==> src/rtl/mas_pkg.sv <==
package mas_pkg;
  localparam int unsigned ISA_W      = 16;
  localparam int unsigned OPC_W      = 4;
  localparam int unsigned REG_IDX_W  = 3;
  localparam int unsigned OFF_PC_W   = 9;
  localparam int unsigned OFF_BASE_W = 6;
  localparam int unsigned CYC_W      = 2;
  localparam int unsigned NZP_W      = 3;

  typedef enum logic [1:0] {AM_IMM, AM_DIR, AM_IND, AM_BASE} amode_e;
  typedef enum logic [1:0] {SQ_IDLE, SQ_FIRST, SQ_SECOND, SQ_DONE} seq_state_e;

  typedef struct packed {
    logic   valid;
    logic   is_store;
    amode_e mode;
  } mem_op_t;

  function automatic logic [ISA_W-1:0] sext_pc_off(input logic [ISA_W-1:0] ins);
    return {{(ISA_W-OFF_PC_W){ins[OFF_PC_W-1]}}, ins[OFF_PC_W-1:0]};
  endfunction

  function automatic logic [ISA_W-1:0] sext_base_off(input logic [ISA_W-1:0] ins);
    return {{(ISA_W-OFF_BASE_W){ins[OFF_BASE_W-1]}}, ins[OFF_BASE_W-1:0]};
  endfunction

  function automatic logic [NZP_W-1:0] nzp_of(input logic [ISA_W-1:0] v);
    if (v[ISA_W-1])  return 3'b100;
    else if (v == '0) return 3'b010;
    else              return 3'b001;
  endfunction

  function automatic logic [CYC_W-1:0] latency_of(input amode_e m);
    case (m)
      AM_IMM:  return 2'd1;
      AM_IND:  return 2'd3;
      default: return 2'd2;
    endcase
  endfunction
endpackage

==> src/rtl/mas_decode.sv <==
module mas_decode
  import mas_pkg::*;
(
  input  logic [ISA_W-1:0] instr,
  output mem_op_t          op
);
  logic [OPC_W-1:0] opc;
  assign opc = instr[ISA_W-1 -: OPC_W];

  always_comb begin
    op.valid    = 1'b1;
    op.is_store = 1'b0;
    op.mode     = AM_DIR;
    case (opc)
      4'b0010: op.mode = AM_DIR;
      4'b1010: op.mode = AM_IND;
      4'b0110: op.mode = AM_BASE;
      4'b1110: op.mode = AM_IMM;
      4'b0011: begin op.is_store = 1'b1; op.mode = AM_DIR;  end
      4'b1011: begin op.is_store = 1'b1; op.mode = AM_IND;  end
      4'b0111: begin op.is_store = 1'b1; op.mode = AM_BASE; end
      default: op.valid = 1'b0;
    endcase
  end
endmodule

==> src/rtl/mas_addr_gen.sv <==
module mas_addr_gen
  import mas_pkg::*;
(
  input  logic [ISA_W-1:0] instr,
  input  logic [ISA_W-1:0] pc,
  input  logic [ISA_W-1:0] base_val,
  input  amode_e           mode,
  output logic [ISA_W-1:0] ea
);
  logic [ISA_W-1:0] pc_rel;
  logic [ISA_W-1:0] base_rel;

  assign pc_rel   = pc + sext_pc_off(instr);
  assign base_rel = base_val + sext_base_off(instr);
  assign ea       = (mode == AM_BASE) ? base_rel : pc_rel;
endmodule

==> src/rtl/mas_ctrl.sv <==
module mas_ctrl
  import mas_pkg::*;
(
  input  logic                 clk,
  input  logic                 rst_n,
  input  logic                 start,
  input  mem_op_t              op,
  input  logic [ISA_W-1:0]     ea,
  input  logic [ISA_W-1:0]     store_val,
  input  logic [REG_IDX_W-1:0] idx_in,
  input  logic [ISA_W-1:0]     mem_rdata,
  output logic [ISA_W-1:0]     mem_addr,
  output logic                 mem_re,
  output logic                 mem_we,
  output logic [ISA_W-1:0]     mem_wdata,
  output logic                 busy,
  output logic                 done,
  output logic                 dst_we,
  output logic [REG_IDX_W-1:0] dst_idx,
  output logic [ISA_W-1:0]     dst_val,
  output logic                 flag_we,
  output logic [NZP_W-1:0]     nzp
);
  seq_state_e           state_q;
  amode_e               mode_q;
  logic                 store_q;
  logic [ISA_W-1:0]     ea_q;
  logic [ISA_W-1:0]     wdata_q;
  logic [REG_IDX_W-1:0] idx_q;
  logic [CYC_W-1:0]     cyc_q;

  // Named internal events
  logic accept;
  logic first_step;
  logic ind_step;

  assign accept     = (state_q == SQ_IDLE) && start && op.valid;
  assign first_step = (state_q == SQ_FIRST);
  assign ind_step   = (state_q == SQ_SECOND);

  always_ff @(posedge clk) begin
    if (!rst_n) begin
      state_q <= SQ_IDLE;
      mode_q  <= AM_DIR;
      store_q <= 1'b0;
      ea_q    <= '0;
      wdata_q <= '0;
      idx_q   <= '0;
      cyc_q   <= '0;
    end else begin
      case (state_q)
        SQ_IDLE: if (accept) begin
          mode_q  <= op.mode;
          store_q <= op.is_store;
          ea_q    <= ea;
          wdata_q <= store_val;
          idx_q   <= idx_in;
          cyc_q   <= 2'd1;
          state_q <= (op.mode == AM_IMM) ? SQ_DONE : SQ_FIRST;
        end
        SQ_FIRST: begin
          cyc_q   <= cyc_q + 2'd1;
          state_q <= (mode_q == AM_IND) ? SQ_SECOND : SQ_DONE;
        end
        SQ_SECOND: begin
          cyc_q   <= cyc_q + 2'd1;
          state_q <= SQ_DONE;
        end
        default: state_q <= SQ_IDLE;
      endcase
    end
  end

  always_comb begin
    mem_addr  = ind_step ? mem_rdata : ea_q;
    mem_wdata = wdata_q;
    mem_re    = (first_step && (!store_q || mode_q == AM_IND)) || (ind_step && !store_q);
    mem_we    = (first_step && store_q && mode_q != AM_IND) || (ind_step && store_q);
  end

  assign busy    = (state_q != SQ_IDLE);
  assign done    = (state_q == SQ_DONE);
  assign dst_we  = done && !store_q;
  assign flag_we = dst_we;
  assign dst_idx = idx_q;
  assign dst_val = !dst_we ? '0 : ((mode_q == AM_IMM) ? ea_q : mem_rdata);
  assign nzp     = dst_we ? nzp_of(dst_val) : '0;

  // Assertions
  a_r7_done_pulse: assert property (@(posedge clk) disable iff (!rst_n)
    done |=> !done);
  a_r7_latency: assert property (@(posedge clk) disable iff (!rst_n)
    done |-> (cyc_q == latency_of(mode_q)));
  a_r2_lea_quiet: assert property (@(posedge clk) disable iff (!rst_n)
    (busy && mode_q == AM_IMM) |-> (!mem_re && !mem_we));
  a_r4_pointer_first: assert property (@(posedge clk) disable iff (!rst_n)
    ind_step |-> $past(mem_re));
  a_r6_store_no_writeback: assert property (@(posedge clk) disable iff (!rst_n)
    mem_we |=> !dst_we);
  a_r8_nzp_onehot: assert property (@(posedge clk) disable iff (!rst_n)
    flag_we |-> $onehot(nzp));
  a_r9_no_restart: assert property (@(posedge clk) disable iff (!rst_n)
    (busy && !done) |=> busy);
  a_r10_idle_quiet: assert property (@(posedge clk) disable iff (!rst_n)
    !busy |-> (!mem_re && !mem_we && !done));
endmodule

==> src/rtl/mem_access_seq.sv <==
module mem_access_seq
  import mas_pkg::*;
(
  input  logic        clk,
  input  logic        rst_n,
  input  logic        start,
  input  logic [15:0] instr,
  input  logic [15:0] pc,
  input  logic [15:0] base_val,
  input  logic [15:0] store_val,
  output logic        busy,
  output logic        done,
  output logic [15:0] mem_addr,
  output logic        mem_re,
  output logic        mem_we,
  output logic [15:0] mem_wdata,
  input  logic [15:0] mem_rdata,
  output logic        dst_we,
  output logic [2:0]  dst_idx,
  output logic [15:0] dst_val,
  output logic        flag_we,
  output logic [2:0]  nzp
);
  mem_op_t          op;
  logic [ISA_W-1:0] ea;

  mas_decode u_decode (
    .instr (instr),
    .op    (op)
  );

  mas_addr_gen u_addr (
    .instr    (instr),
    .pc       (pc),
    .base_val (base_val),
    .mode     (op.mode),
    .ea       (ea)
  );

  mas_ctrl u_ctrl (
    .clk       (clk),
    .rst_n     (rst_n),
    .start     (start),
    .op        (op),
    .ea        (ea),
    .store_val (store_val),
    .idx_in    (instr[11:9]),
    .mem_rdata (mem_rdata),
    .mem_addr  (mem_addr),
    .mem_re    (mem_re),
    .mem_we    (mem_we),
    .mem_wdata (mem_wdata),
    .busy      (busy),
    .done      (done),
    .dst_we    (dst_we),
    .dst_idx   (dst_idx),
    .dst_val   (dst_val),
    .flag_we   (flag_we),
    .nzp       (nzp)
  );

  // an unknown opcode never starts an operation
  a_r1_unknown_ignored: assert property (@(posedge clk) disable iff (!rst_n)
    (!busy && start && !op.valid) |=> !busy);
endmodule

==> config.mk <==
export PLATFORM = sky130hd
export DESIGN_NAME = mem_access_seq
export DESIGN_NICKNAME = d
export VERILOG_FILES = /design/src/rtl/mas_pkg.sv /design/src/rtl/mas_decode.sv /design/src/rtl/mas_addr_gen.sv /design/src/rtl/mas_ctrl.sv /design/src/rtl/mem_access_seq.sv
export SDC_FILE = /design/constraint.sdc
export NUM_CORES = 1
export LEC_CHECK = 0
export CAP_MARGIN = 30
export CORE_MARGIN = 2
export CORE_UTILIZATION = 48
export CTS_CLUSTER_DIAMETER = 200
export DETAILED_ROUTE_END_ITERATION = 10
export PLACE_DENSITY_LB_ADDON = 0.05
export SYNTH_ARGS = -nofsm -noshare
export SYNTH_HDL_FRONTEND = slang
export SYNTH_SLANG_ARGS = --single-unit
export TNS_END_PERCENT = 20
==> constraint.sdc <==
create_clock -name clk -period 6.93 [get_ports clk]
set_input_delay 2.079 -clock clk [delete_from_list [all_inputs] [get_ports clk]]
set_output_delay 2.079 -clock clk [all_outputs]
set_load 0.01 [all_outputs]
=== Word-level counts from Yosys, hierarchy flattened ===
Cells that the tools add are included.

* Eq/ne operators: 14
* Add/subtract/negate cells: 2
* Reductions and logical operators: 22
* Multiplexer cells: 14

{| class="wikitable"
|+ Operators by type and width
! cell !! count
|-
| two-way mux 16 bit || 4
|-
| adder 16 bit || 2
|-
| zero test 16 bit || 1
|-
| == test 4 bit, second input constant || 3
|-
| case mux 2 bit (3 select lines) || 2
|-
| == test 2 bit, second input constant || 4
|-
| == test 4 x 2 -> 1 bit, second input constant || 2
|-
| == test 4 x 3 -> 1 bit, second input constant || 2
|-
| logical AND 1 bit || 8
|-
| OR reduction 7 bit || 1
|-
| zero test 2 bit || 3
|-
| two-way mux 2 bit || 3
|-
| two-way mux 3 bit || 2
|-
| OR reduction 2 bit || 2
|-
| logical OR 1 bit || 3
|-
| two-way mux 1 bit || 3
|-
| OR reduction 3 bit || 1
|-
| == test 2 x 1 -> 1 bit, second input constant || 1
|-
| != test 2 x 1 -> 1 bit, second input constant || 1
|-
| != test 2 bit, second input constant || 1
|-
| AND reduction 2 bit || 1
|-
| nonzero test 2 bit || 1
|-
| zero test 1 bit || 1
|}

* Output and inout port bits: 60
* Flip-flop bits (word level): 40
* Logic and storage cells: 58
* Input bits: 83

=== Logic depth before layout (Yosys ltp) ===
* Depth after elaboration: 7
* Mapped depth: 9
* Mapped depth without buffers: 9

=== Modules after synthesis ===
From an unflattened synthesis, not the netlist that was laid out.

* Cells, all modules: 536
* Area total of the unflattened synthesis: 3853.7 um2

{| class="wikitable"
|+ By module, submodules not included
! module !! times used !! seq. area each (um2) !! area each (um2) !! cells each
|-
| mas_ctrl || 1 || 800.8 || 2152.1 || 286
|-
| mas_addr_gen || 1 || 0.0 || 1661.6 || 242
|-
| mas_decode || 1 || 0.0 || 40.0 || 8
|}

=== Worst setup path after synthesis ===
Ideal clock, no wire load.

* Path type: input-to-output
* From: in mem_rdata[15]
* To: out nzp[0]
* Arrival time: 2.988 ns
* Path buffers: 0
* Required time: 4.851 ns
* Stages: 5
* Slack: 1.863 ns
* Path through: nand2_1 a21oi_1 nor4_1 nand4_1 nor3b_1

* Cells in the longest elaborated chain, start to end: 6

{| class="wikitable"
|+ Ends and longest elaborated chain
! what !! line !! source
|-
| from (decl) || mem_access_seq.sv:17 || <nowiki>input logic [15:0] mem_rdata,</nowiki>
|-
| two-way mux 16 bit (*) (2 in series) || mas_ctrl.sv:86 || <nowiki>assign dst_val = !dst_we ? '0 : ((mode_q == AM_IMM) ? ea_q : mem_rdata);</nowiki>
|-
| net dst_val[15] || mem_access_seq.sv:20 || <nowiki>output logic [15:0] dst_val,</nowiki>
|-
| zero test 16 bit || mas_pkg.sv:29 || <nowiki>else if (v == '0) return 3'b010;</nowiki>
|-
| two-way mux 2 bit || mas_pkg.sv:29 ||
|-
| two-way mux 3 bit (*) || mas_pkg.sv:28 || <nowiki>if (v[ISA_W-1]) return 3'b100;</nowiki>
|-
| two-way mux 3 bit (*) || mas_ctrl.sv:87 || <nowiki>assign nzp = dst_we ? nzp_of(dst_val) : '0;</nowiki>
|-
| to (decl) || mem_access_seq.sv:22 || <nowiki>output logic [2:0] nzp</nowiki>
|}

Mark *: on every way through the listed nets, which the timed path passes. The rest lies on a longest branch.

=== Worst setup path after layout ===
* From: in mem_rdata[14]
* To: out nzp[1]

* Cells in the longest elaborated chain, start to end: 6

{| class="wikitable"
|+ Ends and longest elaborated chain
! what !! line
|-
| two-way mux 16 bit (2 in series) || mas_ctrl.sv:86
|-
| zero test 16 bit || mas_pkg.sv:29
|-
| two-way mux 2 bit || mas_pkg.sv:29
|-
| two-way mux 3 bit || mas_pkg.sv:28
|-
| two-way mux 3 bit || mas_ctrl.sv:87
|}

No other way between the ends.

==> results.toml <==
[yosys]
syn_area_per_cell_um2 = 7.60
syn_area_um2 = 3680
synth_cell_types = 65
synth_top_area_cell = "dfxtp_1"
synth-seq-cells = 40
yosys.area.top_type_share_pct = 21.8
synth_edf_count = 0
synth_nets = 604
ys_warn_count = 0
synth.yosys.seq_area_share_pct = 21.8
synthArstFlopShare_pct = 0
synth.area.top_cells = "dfxtp_1 (22%), ha_1 (12%), nand2_1 (10%)"
synth_ff_type = "dfxtp_1"
synthCells = 484

[worst_hold_path]
hold_class = "reg -> reg"
holdPathEnd = "u_ctrl.mem_wdata[3]$_SDFFE_PN0P_"
whs_path_depth = 2
holdCritStartpoint = "u_ctrl.mem_wdata[3]$_SDFFE_PN0P_"

[critical_path]
critPathSlowestCell = "clkdlybuf4s50_1"
r2r-start = "u_ctrl.state_q[0]$_SDFFE_PN0P_"
ff2ff_path_depth = 8
cpMostUsedCell = "clkdlybuf4s50_1"
critPathLaunch = "mem_rdata[14]"
critical_path.max_stage_delay_ps = 580
rrSetupSlack_ps = 4320
required_ps = 4850
cp.arrival_ps = 4110
end_kind = "primary output"
path_class = "in -> out"
reg2reg_to = "u_ctrl.ea_q[14]$_SDFFE_PN0P_"
start_kind = "primary input"
worstPathCellList = "clkdlybuf4s50_1 -> nand2_1 -> a21oi_1 -> nor4_1 -> nand4_1 -> nor3_1 -> clkdlybuf4s50_1"
path_max_fanout = 2

[pwr]
p_total_mw = 0.835
irDropWorstVdd_mv = 0.0760
power_density_nw_per_um2 = 159
leakage_nw = 2.12

[clocking]
cts_hold_buf = 0
cts_root_buf = "clkbuf_8"
insertion_delay_ps = 300
ctsHtreeMaxLevel = 2
clk_path_buf_depth = 2
cts_resized = 0
clk_pin_slew_ps = 80
cts_buffers = 5
clock-sinks = 40
cts_tree = "built"
cts_setup_buffers = 0

[run_status]
status = "finished clean"

[floorplan]
dieArea_um2 = 8380
rows = 31
die_w_um = 91.6
io_pins = 143
coreArea_um2 = 7330
start_util_pct = 50.2
die_h_um = 91.6

[drt]
drc = 0
drtPass1Iterations = 4
drt-total-wl_um = 11200
wire_per_inst_um = 15.8
vias = 4050
vias_per_cell = 5.72
drtIter0Drc = 185
ant_nets = 0

[cells_and_area]
final_net_count = 728
n_antenna_cell = 0
final_cell_mix = "clkdlybuf4s50_1 (142), nand2_1 (98), a21oi_1 (46), dfxtp_1 (40), ha_1 (35)"
multi_input_area_um2 = 2730
final_layout_size_suffix_gt1_share_pct = 6.40
regArea_um2 = 801
area_growth_pct = 42.3
final_common_cell = "clkdlybuf4s50_1"
fill_cells = 589

[global_routing]
grt_max_degree = 43
grt_pass1_vias = 3733
antenna_found_initial = 0
grt_util_all_layers_pct = 26.2
grt.overflow.total = 0
grt_pass1_wl_um = 18000

[flow_run]
drv_cap = 0

[timing]
hold_viol = 0
fin_skew_ps = 10.1
max_slew_margin_pct = 43.3
layout_min_cycle_time_ps = 6190
setup_violations = 0
fin_crit_sh_pct = 89.4
rsz0062_at_grt = "false"
slew_viol_final = 0
fin_tns_setup_ps = 0
post-route-worst-setup-slack_ps = 737
worst_pin_slew_ps = 851
fmax_mhz = 161

[place]
globalplace.congestion = 0.929
hpwl_um = 8850
portBuffers = 142
pre_cts_ws_ps = 777
where the power goes:
group          switching (mW)  internal [mW]
registers              0.0178          0.250
clock network          0.0817          0.107
logic                   0.185          0.194
total                   0.285          0.550
cell usage after synthesis (8+ instances only):
cell	count
xor2_1	11
nand2_1	98
a21oi_1	46
a21boi_1	13
xnor2_1	10
a211oi_1	8
nor2_1	20
a21boi_0	10
nand3_1	14
ha_1	35
mux2_2	16
clkbuf_1	18
a21o_1	13
o21ai_0	17
dfxtp_1	40
flip-flops by register name (all words and copies together) (netlist names):
signal	cells
u_ctrl.dst_idx	3
u_ctrl.mode_q	2
u_ctrl.store_q	1
u_ctrl.ea_q	16
u_ctrl.mem_wdata	16
u_ctrl.state_q	2
worst max-delay path: cells and delay by family:
| kind | cells | cell delay (ps) |
|---|---|---|
| AND/OR/NAND/NOR | 4 | 920 |
| buffers and inverters | 2 | 1010 |
| AO/OA/AOI/OAI | 1 | 100 |
layout make-up:
cell class                      instances  share of cell area (%)
Sequential cell                        40                    15.3
Inverter                                7                   0.502
Timing Repair Buffer                  145                    27.6
Tap cell                               99                    2.37
Clock buffer                            5                    1.31
Multi-Input combinational cell        409                    52.1
Clock inverter                          3                   0.812
worst max-delay path by stage:
stage,slack (ps),depth (start not counted),endpoint
6_report,740,7,nzp[1]
5_1_grt,690,7,nzp[1]
4_1_cts,770,7,nzp[1]
3_5_place_dp,780,7,nzp[1]
3_3_place_gp,900,7,nzp[1]
2_1_floorplan,1860,5,nzp[0]
kinds of logic (layout without fill, tap and decap cells):
kind of cell | Yosys count | count (layout) | share of synthesized area [%]
AO/OA/AOI/OAI | 160 | 160 | 29.3
XOR/XNOR | 21 | 21 | 5.00
adder cells (fa/ha/maj) | 37 | 37 | 13.0
buffers and inverters | 35 | 160 | 4.35
flip-flops | 40 | 40 | 21.8
multiplexers | 17 | 17 | 5.17
AND/OR/NAND/NOR | 174 | 174 | 21.4
routing by layer:
layer,vias to the layer above,track usage [%],share of wire (%)
met4,0,8.21,1.8
met1,1874,33.5,44
li1,2005,-,-
met2,153,44.9,48
met3,18,4.23,6.6
met5,-,0,0
stage by stage:
step	util, %	cell area, um2	cells	hold WS [ps]
floorplan	-	3680	484	454
global placement	69.8	5110	699	440
detailed placement	69.9	5130	700	446
CTS	71.4	5240	708	458
global route	71.4	5240	708	475
finish	71.4	5240	708	455
Note: power is estimated with default switching activity, not from simulation.
